===== config.mk =====
export PLATFORM = sky130hd
export DESIGN_NAME = tkn_tx_seq
export DESIGN_NICKNAME = d
export VERILOG_FILES = /design/src/rtl/tkn_tx_pkg.sv /design/src/rtl/tkn_nak_cnt.sv /design/src/rtl/tkn_tx_status.sv /design/src/rtl/tkn_tx_seq.sv
export SDC_FILE = /design/constraint.sdc
export NUM_CORES = 1
export LEC_CHECK = 0
export ABC_AREA = 1
export BUFFER_PORTS_ARGS = -buffer_cell sky130_fd_sc_hd__buf_2
export CORE_ASPECT_RATIO = 1.5
export CORE_MARGIN = 2
export CORE_UTILIZATION = 49
export DETAILED_ROUTE_END_ITERATION = 7
export PLACE_DENSITY = 0.75
export SETUP_SLACK_MARGIN = 0.05
export SKIP_LAST_GASP = 1
export SYNTH_ARGS = -nofsm -noshare
export SYNTH_HDL_FRONTEND = slang
export SYNTH_SLANG_ARGS = --single-unit

===== constraint.sdc =====
create_clock -name clk -period 1.28 [get_ports clk]
set_input_delay 0.256 -clock clk [delete_from_list [all_inputs] [get_ports clk]]
set_output_delay 0.256 -clock clk [all_outputs]
set_load 0.05 [all_outputs]

===== src/rtl/tkn_tx_pkg.sv =====
package tkn_tx_pkg;

    typedef enum logic [1:0] {
        RSP_SILENT = 2'b00,
        RSP_ACK    = 2'b01,
        RSP_NAK    = 2'b10,
        RSP_OTHER  = 2'b11
    } rsp_e;

    typedef enum logic [2:0] {
        ST_IDLE,
        ST_WAIT_TOK,
        ST_FBE_WAIT,
        ST_PKT_SEND,
        ST_PKT_WAIT
    } seq_st_e;

    typedef struct packed {
        logic fbe;
        logic pkt;
        logic pass;
    } req_t;

    typedef struct packed {
        logic fire;
        logic ok;
    } done_t;

    function automatic rsp_e decode_rsp(input logic [1:0] code);
        return rsp_e'(code);
    endfunction

    function automatic done_t finish(input logic ok);
        done_t d;
        d.fire = 1'b1;
        d.ok   = ok;
        return d;
    endfunction

endpackage


===== src/rtl/tkn_nak_cnt.sv =====
module tkn_nak_cnt #(
    parameter int NAK_LIMIT = 128
) (
    input  logic clk,
    input  logic rst,
    input  logic inc,
    input  logic clr_cnt,
    input  logic clr_flag,
    output logic flag
);
    localparam int CW = $clog2(NAK_LIMIT + 1);

    logic [CW-1:0] cnt;
    logic [CW-1:0] cnt_nx;

    assign cnt_nx = cnt + CW'(1);

    always_ff @(posedge clk) begin
        if (rst) begin
            cnt  <= '0;
            flag <= 1'b0;
        end else begin
            if (clr_cnt) begin
                cnt <= '0;
            end else if (inc && cnt != CW'(NAK_LIMIT)) begin
                cnt <= cnt_nx;
                if (cnt_nx == CW'(NAK_LIMIT)) flag <= 1'b1;
            end
            if (clr_flag) flag <= 1'b0;
        end
    end


    exnak_rise_chk: assert property (@(posedge clk) disable iff (rst)
        $rose(flag) |-> (cnt == CW'(NAK_LIMIT)));


    cnt_bound_chk: assert property (@(posedge clk) disable iff (rst)
        cnt <= CW'(NAK_LIMIT));

endmodule


===== src/rtl/tkn_tx_status.sv =====
module tkn_tx_status
    import tkn_tx_pkg::*;
#(
    parameter int PAGE_W = 2
) (
    input  logic              clk,
    input  logic              rst,
    input  logic              accept,
    input  logic [PAGE_W-1:0] page_in,
    input  logic              bcast_in,
    input  done_t             done,
    input  logic              exnak,
    input  logic              mask_ta,
    input  logic              mask_exnak,
    output logic [PAGE_W-1:0] page,
    output logic              bcast,
    output logic              ta,
    output logic              tma,
    output logic              irq
);
    always_ff @(posedge clk) begin
        if (rst) begin
            ta    <= 1'b1;
            tma   <= 1'b0;
            page  <= '0;
            bcast <= 1'b0;
        end else if (accept) begin
            ta    <= 1'b0;
            tma   <= 1'b0;
            page  <= page_in;
            bcast <= bcast_in;
        end else if (done.fire) begin
            ta  <= 1'b1;
            tma <= done.ok;
        end
    end

    assign irq = (ta & mask_ta) | (exnak & mask_exnak);


    ta_fall_clears_tma_chk: assert property (@(posedge clk) disable iff (rst)
        $fell(ta) |-> !tma);


    tma_only_with_ta_chk: assert property (@(posedge clk) disable iff (rst)
        $rose(tma) |-> ta);


    page_hold_chk: assert property (@(posedge clk) disable iff (rst)
        !ta |=> $stable(page));

endmodule


===== src/rtl/tkn_tx_seq.sv =====
module tkn_tx_seq
    import tkn_tx_pkg::*;
#(
    parameter int PAGE_W    = 2,
    parameter int NAK_LIMIT = 128
) (
    input  logic              clk,
    input  logic              rst,
    input  logic              cmd_tx_en,
    input  logic [PAGE_W-1:0] cmd_tx_page,
    input  logic              cmd_tx_bcast,
    input  logic              cmd_tx_off,
    input  logic              token_in,
    input  logic              rsp_valid,
    input  logic [1:0]        rsp_code,
    input  logic              send_done,
    input  logic              mask_ta,
    input  logic              mask_exnak,
    output logic              req_fbe,
    output logic              req_pkt,
    output logic              req_pass,
    output logic [PAGE_W-1:0] cur_page,
    output logic              ta,
    output logic              tma,
    output logic              exnak,
    output logic              irq
);
    seq_st_e st, st_n;
    req_t    req_q, req_n;
    done_t   done_n;
    logic    cancel, cancel_n;
    logic    bcast;
    logic    accept;
    logic    nak_inc, nak_clr;
    rsp_e    rsp;

    assign accept = cmd_tx_en && ta;
    assign rsp    = decode_rsp(rsp_code);

    always_comb begin
        st_n    = st;
        req_n   = '0;
        done_n  = '0;
        nak_inc = 1'b0;
        nak_clr = accept;
        case (st)
            ST_IDLE: begin
                if (accept) st_n = ST_WAIT_TOK;
            end
            ST_WAIT_TOK: begin
                if (token_in) begin
                    if (cancel) begin
                        req_n.pass = 1'b1;
                        done_n     = finish(1'b0);
                        st_n       = ST_IDLE;
                    end else if (bcast) begin
                        req_n.pkt = 1'b1;
                        st_n      = ST_PKT_SEND;
                    end else begin
                        req_n.fbe = 1'b1;
                        st_n      = ST_FBE_WAIT;
                    end
                end
            end
            ST_FBE_WAIT: begin
                if (rsp_valid) begin
                    case (rsp)
                        RSP_ACK: begin
                            req_n.pkt = 1'b1;
                            nak_clr   = 1'b1;
                            st_n      = ST_PKT_SEND;
                        end
                        RSP_NAK: begin
                            req_n.pass = 1'b1;
                            nak_inc    = 1'b1;
                            st_n       = ST_WAIT_TOK;
                        end
                        RSP_SILENT: begin
                            req_n.pass = 1'b1;
                            done_n     = finish(1'b0);
                            st_n       = ST_IDLE;
                        end
                        default: begin
                            st_n = ST_WAIT_TOK;
                        end
                    endcase
                end
            end
            ST_PKT_SEND: begin
                if (send_done) begin
                    if (bcast) begin
                        req_n.pass = 1'b1;
                        done_n     = finish(1'b0);
                        st_n       = ST_IDLE;
                    end else begin
                        st_n = ST_PKT_WAIT;
                    end
                end
            end
            ST_PKT_WAIT: begin
                if (rsp_valid) begin
                    req_n.pass = 1'b1;
                    done_n     = finish(rsp == RSP_ACK);
                    nak_clr    = (rsp == RSP_ACK);
                    st_n       = ST_IDLE;
                end
            end
            default: st_n = ST_IDLE;
        endcase

        if (st_n == ST_IDLE || accept)
            cancel_n = 1'b0;
        else if (cmd_tx_off && st != ST_IDLE)
            cancel_n = 1'b1;
        else
            cancel_n = cancel;
    end

    always_ff @(posedge clk) begin
        if (rst) begin
            st     <= ST_IDLE;
            req_q  <= '0;
            cancel <= 1'b0;
        end else begin
            st     <= st_n;
            req_q  <= req_n;
            cancel <= cancel_n;
        end
    end

    assign req_fbe  = req_q.fbe;
    assign req_pkt  = req_q.pkt;
    assign req_pass = req_q.pass;

    tkn_nak_cnt #(
        .NAK_LIMIT(NAK_LIMIT)
    ) u_nak (
        .clk     (clk),
        .rst     (rst),
        .inc     (nak_inc),
        .clr_cnt (nak_clr),
        .clr_flag(accept),
        .flag    (exnak)
    );

    tkn_tx_status #(
        .PAGE_W(PAGE_W)
    ) u_stat (
        .clk       (clk),
        .rst       (rst),
        .accept    (accept),
        .page_in   (cmd_tx_page),
        .bcast_in  (cmd_tx_bcast),
        .done      (done_n),
        .exnak     (exnak),
        .mask_ta   (mask_ta),
        .mask_exnak(mask_exnak),
        .page      (cur_page),
        .bcast     (bcast),
        .ta        (ta),
        .tma       (tma),
        .irq       (irq)
    );


    one_req_chk: assert property (@(posedge clk) disable iff (rst)
        $onehot0({req_fbe, req_pkt, req_pass}));


    fbe_on_token_chk: assert property (@(posedge clk) disable iff (rst)
        (st == ST_WAIT_TOK && token_in && !cancel && !bcast) |=> req_fbe);


    cancel_at_token_chk: assert property (@(posedge clk) disable iff (rst)
        (st == ST_WAIT_TOK && token_in && cancel) |=> (ta && !tma && req_pass));


    corrupt_no_pass_chk: assert property (@(posedge clk) disable iff (rst)
        (st == ST_FBE_WAIT && rsp_valid && rsp == RSP_OTHER) |=> (!req_pass && !ta));


    idle_iff_ta_chk: assert property (@(posedge clk) disable iff (rst)
        (st == ST_IDLE) == ta);

endmodule


# --- Yosys cells after proc, flatten, opt, wreduce, memory -nomap -nowiden ---
# Index checks and enable logic that the tools add are counted.
word_totals:
  reg_bits: 21
  in_bits: 14
  out_inout_bits: 9
classes:
  addsub: 1
  n_eq_ne: 8
  n_mux: 39
  bitwise: 6
  n_reduce_logical: 15
op_table:
  columns: ["cell", "n"]
  rows:
  - ["$mux 2", 10]
  - ["$mux 3", 6]
  - ["$mux 1", 17]
  - ["$pmux 3 s5", 1]
  - ["$add 8x1->8 const B", 1]
  - ["$eq 8x8->1 const B", 1]
  - ["$ne 8x8->1 const B", 1]
  - ["$pmux 2 s4", 1]
  - ["$reduce_or 2->1", 4]
  - ["$eq 3x2->1 const B", 2]
  - ["$logic_not 3->1", 2]
  - ["$pmux 1 s2", 2]
  - ["$pmux 1 s4", 1]
  - ["$pmux 2 s2", 1]
  - ["$reduce_or 4->1", 1]
  - ["$eq 3x1->1 const B", 1]
  - ["$eq 3x3->1 const B", 1]
  - ["$logic_and 1x1->1", 3]
  - ["$not 1->1", 3]
  - ["$reduce_and 3->1", 1]
  - ["$reduce_bool 3->1", 1]
  - ["$and 1x1->1", 2]
  - ["$eq 2x1->1 const B", 1]
  - ["$eq 2x2->1 const B", 1]
  - ["4 further kinds", 4]

# --- Logic depth before layout (Yosys ltp) ---
depth:
  depth_word: 7
  mapped_depth: 12
  depth_no_buf: 11

# --- By module ---
# A second synthesis with hierarchy kept.
hier_totals:
  cells_unflattened: 185
  hier_area_um2: 1227.4
modules_own_cells:
  columns: ["mod", "n_inst", "cells_each", "area_each_um2", "seq_area_each_um2"]
  rows:
  - ["tkn_nak_cnt", 1, 82, 545.5, 180.2]
  - ["tkn_tx_seq", 1, 70, 462.9, 140.1]
  - ["tkn_tx_status", 1, 33, 219.0, 100.1]

# --- Worst setup path before layout ---
# Ideal clock, no wire load.
synth_timing:
  kind: "reg2reg"
  from: "register u_stat.ta"
  to: "register u_nak.flag"
  setup_ns: 0.117
  arrival_time_ns: 1.346
  setup_slack_ns: -0.182
  path_stages_with_launch: 8
  synth_period_minus_slack_ns: 1.462
  path_cell_list: "dfxtp_1 nand2_1 inv_1 nand2_1 nand3_4 nor2_1 nand3_1 a21oi_1"
synth_via:
  elab_chain_len: 6
  elab_cells_between_ends: 8
synth_lines:
  columns: ["element", "line", "text"]
  rows:
  - ["from (decl)", "tkn_tx_status.sv:17", "output logic ta,"]
  - ["from (signal assigned)", "tkn_tx_status.sv:23", "ta <= 1'b1;"]
  - ["from (signal assigned)", "tkn_tx_status.sv:28", "ta <= 1'b0;"]
  - ["from (signal assigned)", "tkn_tx_status.sv:33", "ta <= 1'b1;"]
  - ["$logic_and 1x1->1 *", "tkn_tx_seq.sv:37", "assign accept = cmd_tx_en && ta;"]
  - ["$mux 1", "tkn_tx_seq.sv:67", "case (rsp)"]
  - ["$mux 1", "tkn_tx_seq.sv:66", "if (rsp_valid) begin"]
  - ["$pmux 1 s2", "tkn_tx_seq.sv:46", "case (st)"]
  - ["$not 1->1 (no source line)", null, null]
  - ["$reduce_and 3->1 (no source line)", null, null]
  - ["to (signal assigned)", "tkn_nak_cnt.sv:21", "flag <= 1'b0;"]
  - ["to (signal assigned)", "tkn_nak_cnt.sv:27", "if (cnt_nx == CW'(NAK_LIMIT)) flag <= 1'b1;"]
  - ["to (signal assigned)", "tkn_nak_cnt.sv:29", "if (clr_flag) flag <= 1'b0;"]
  - ["to (decl)", "tkn_nak_cnt.sv:9", "output logic flag"]
# Mark *: on every way between the ends. The rest lies on a longest branch, timed or not.
# A chain may end at the register's enable or synchronous reset.

# --- Final worst setup path ---
layout_timing:
  from: "register u_nak.cnt[1]"
  to: "register u_nak.cnt[0]"
layout_via:
  elab_chain_len: 2
layout_lines:
  columns: ["element", "line", "text"]
  rows:
  - ["from (decl)", "tkn_nak_cnt.sv:13", "logic [CW-1:0] cnt;"]
  - ["from (signal assigned)", "tkn_nak_cnt.sv:26", "cnt <= cnt_nx;"]
  - ["$ne 8x8->1", "tkn_nak_cnt.sv:25", "end else if (inc && cnt != CW'(NAK_LIMIT)) begin"]
  - ["$logic_and 1x1->1", "tkn_nak_cnt.sv:25", null]
# No other way between the ends.

==> key figures <==
STA
  – Final setup viols: 10
  – Max Fclk: a little over 0.7 GHz
  – Final worst-path cycle share: 108%
  – Minimum clock period: ~1.4 ns
  – Clock skew: 0.00305 ns
  – Final hold vios: 0
  – Rel. slew slack: between 80% and 90%
  – Slew Limit Fails: 0
  – Final setup margin: -0.107 ns
  – RSZ-0062 raised after global routing: yes
  – Setup TNS: -0.598 ns
  – Worst-Margin Slew: roughly 0.25 ns

Final layout
  – Inserted Diodes: 0
  – Fin nets: about 250
  – Final instance area: ~1800 um2
  – P&R area growth vs syn: 43.0%
  – Post-route insts no fill: 253
  – Share of layout cells above drive strength 1: 46.3%
  – Final Util: 72.3%

Clock network
  – CTS sink count: 21
  – Max Root-Sink Buffers: 2
  – Hold Buf Count CTS: 0
  – Clock transition at the registers of the reported paths: 0.12 ns
  – Num CTS Buffers: 3
  – CTS tree: built
  – H-tree depth: 1
  – Clock latency on the worst-skew pair: about 0.30 ns
  – Root Driver: clkbuf_4

GRT
  – Tot GR Track Use: 22.0%
  – Vias in the first global route: 1303
  – Global-route wire length before repair: about 5000 um
  – Initial antenna violation count: 0
  – Grt ovf: 0
  – Largest net degree at the start of global routing: 13

Floorplanning
  – Die W: around 45 um
  – IO Pins: 23
  – Initial core utilization: 50.6%
  – FP Rows: 22
  – Die Y: 65.2 um
  – Core Area: between 2000 and 2500 um2
  – Die Area: between 2000 and 3000 um2

Pwr
  – Final Power: about 0.0013 W
  – Clock Power Share: approximately a quarter
  – Max VDD drop: roughly 0.63 mV
  – Switch share: 30.9%
  – Switch Pwr: roughly 0.00040 W
  – Static leakage: roughly 0.83 nW
  – Internal power: between 0.0008 and 0.0009 W
  – Power density cells: 739 nW/um2
  – Combinational cell fraction of total power: a little over a fifth
  – Sequential power share: around 54%

Critical path
  – Total buffers and inverters traversed by the critical path: 3
  – Crit path cell chain: inv_4 -> ha_4 -> nand2_4 -> nor2_4 -> nand2_2 -> nand2_4 -> buf_6 -> nor2_1 -> o21ai_1 -> inv_1
  – Slowest CP cell: dfxtp_4
  – CP arrival: approximately 1.6 ns
  – Worst Path Max Fanout: 3
  – CP dominant cell by count: nand2_4
  – Crit Path Class: reg -> reg
  – Crit path from: u_nak.cnt[1]
  – Critical Path Sink Type: flip-flop
  – Crit path largest cell delay: 0.39 ns
  – Req. time, crit path: between 1 and 1.5 ns
  – Reg-to-Reg Start: u_nak.cnt[1]
  – Critical Path Start Type: flip-flop
  – Largest delay share family, worst path: simple AND/OR/NAND/NOR gates

Yosys
  – Synth async-reset ratio: 0%
  – Mean area per synthesized cell: slightly below 7 um2
  – Syn Inst Count: 182
  – Most used flip-flop cell after synthesis: dfxtp_1
  – Syn nets: around 200
  – Seq/Total Area, Yosys: around 34%
  – Synth cell types: 28
  – Synth warnings: 0
  – Number of synthesized flops with an enable pin: 0
  – Post-Synthesis Cell Area: approximately 1200 um2
  – Number of synthesized register bits: 21

Routing
  – Vias per inst: between 5 and 6
  – Routed WL per cell: between 10 and 15 um
  – Final ANT Viol Nets: 0
  – Total number of vias: about 1300
  – DRC viols: 0
  – Initial DRC count: 25
  – Final WL: 3270 um
  – Drt first pass iters: 4

Placed design
  – Cell total after placement: between 200 and 250
  – Port bufs: 22
  – Routability cong.: 0.870
  – Post-DP HPWL: around 2300 um
  – Placed cell area: about 1500 um2

Job
  – Max-Cap Viols: 0

Outcome
  – Failing checks: negative setup slack
  – Status: complete, but fails checks

Worst hold path
  – Hold path startpoint: cmd_tx_page[1]
  – Worst min path class: in -> reg
[cells in the final DEF (no fill, tap or decap), drive strengths merged, types with 2 or more instances in the layout]
master,instances
ha,2
nor3,5
nor2,29
o21ai,16
nand4,3
clkbuf,3
buf,44
a21oi,7
inv,33
clkinv,2
dfxtp,21
nand3,19
nand2,40
[cell type report]
type / count / area [um2]
multi-input cells: 126 / 807
fillers: 184 / 671
clock inverters: 1 / 5.00
repair buffers: 44 / 293
clock buffers: 3 / 22.5
well taps: 24 / 30.0
repair inverters: 1 / 8.76
inverters: 33 / 141
flip-flops and latches: 21 / 444
[cells by family (layout without fill, tap and decap cells)]
logic type      Yosys count  in the layout  share of synthesized area [%]
simple gates             98             98                           39.2
flops                    21             21                           34.3
compound gates           25             25                           11.8
xor+xnor                  1              1                          0.715
fa+ha+maj                 2              2                           2.04
buf+inv                  35             82                           11.8
[worst reg2reg max path: stages (launching register included)]
cell	delay, ns
dfxtp_4	0.39
inv_4	0.07
ha_4	0.14
nand2_4	0.06
nor2_4	0.10
nand2_2	0.09
nand2_4	0.14
buf_6	0.12
nor2_1	0.04
o21ai_1	0.11
inv_1	0.04
[flip-flops by register name, indices dropped and copies added (netlist names)]
name,count
u_stat.ta,1
u_nak.flag,1
u_stat.tma,1
st,3
req_pass,1
u_nak.cnt,8
u_stat.bcast,1
u_stat.page,2
cancel,1
req_fbe,1
req_pkt,1
[per-stage QoR]
step / setup WS, ns / hold WS [ns]
6_report: -0.107 / 0.204
5_1_grt: -0.191 / 0.256
4_1_cts: -0.0597 / 0.200
3_5_place_dp: -0.148 / 0.457
3_3_place_gp: -0.0648 / 0.449
2_1_floorplan: 0.0150 / 0.420
[repair_timing]
item / 4_1_cts / 5_1_grt
endpoints found under the setup margin: 13 / 16
gates resized for setup: 19 / 40
pin swaps: 6 / 10
buffers inserted: 4 / 3
cloned: 1 / 0
[Yosys cell counts (2+ instances only)]
library cell | number | share of area, %
nor3_1 | 3 | 1.2
o21ai_1 | 2 | 0.82
nand3_1 | 16 | 6.5
nand3_2 | 2 | 1.6
nor2_1 | 26 | 8.0
nand2_1 | 36 | 11
o21ai_2 | 4 | 2.9
a21oi_1 | 7 | 2.9
dfxtp_1 | 21 | 34
ha_1 | 2 | 2.0
nor3_2 | 2 | 1.6
inv_1 | 30 | 9.2
inv_2 | 2 | 0.61
nand4_1 | 3 | 1.5
nand2_2 | 4 | 2.0
o21ai_0 | 10 | 4.1
[metal layers]
metal | vias up | track usage (%) | share of wire, %
li1 | 671 | - | -
met1 | 624 | 19.9 | 34
met2 | 35 | 45.5 | 59
met3 | 12 | 1.92 | 3.0
met4 | 0 | 9.56 | 3.6
met5 | - | 0 | 0
[path summary, 6_finish.rpt]
check                                       to  slack [ns]  cells past startpoint
worst max-delay path              u_nak.cnt[0]       -0.11                     10
worst min-delay path            u_stat.page[1]        0.20                      3
worst max register to register    u_nak.cnt[0]       -0.11                     10
worst min register to register      u_nak.flag        0.47                      2
[power by group through the flow]
stage | clock, W | combinational [W] | sequential (W)
after global placement | 0 | 0.000230 | 0.000704
after global routing | 0.000351 | 0.000311 | 0.000696
after CTS | 0.000331 | 0.000242 | 0.000688
final | 0.000319 | 0.000283 | 0.000692
after detailed placement | 0 | 0.000235 | 0.000706
after floorplan | 0 | 0.000123 | 0.000739
Note: power is estimated with default switching activity, not from simulation.
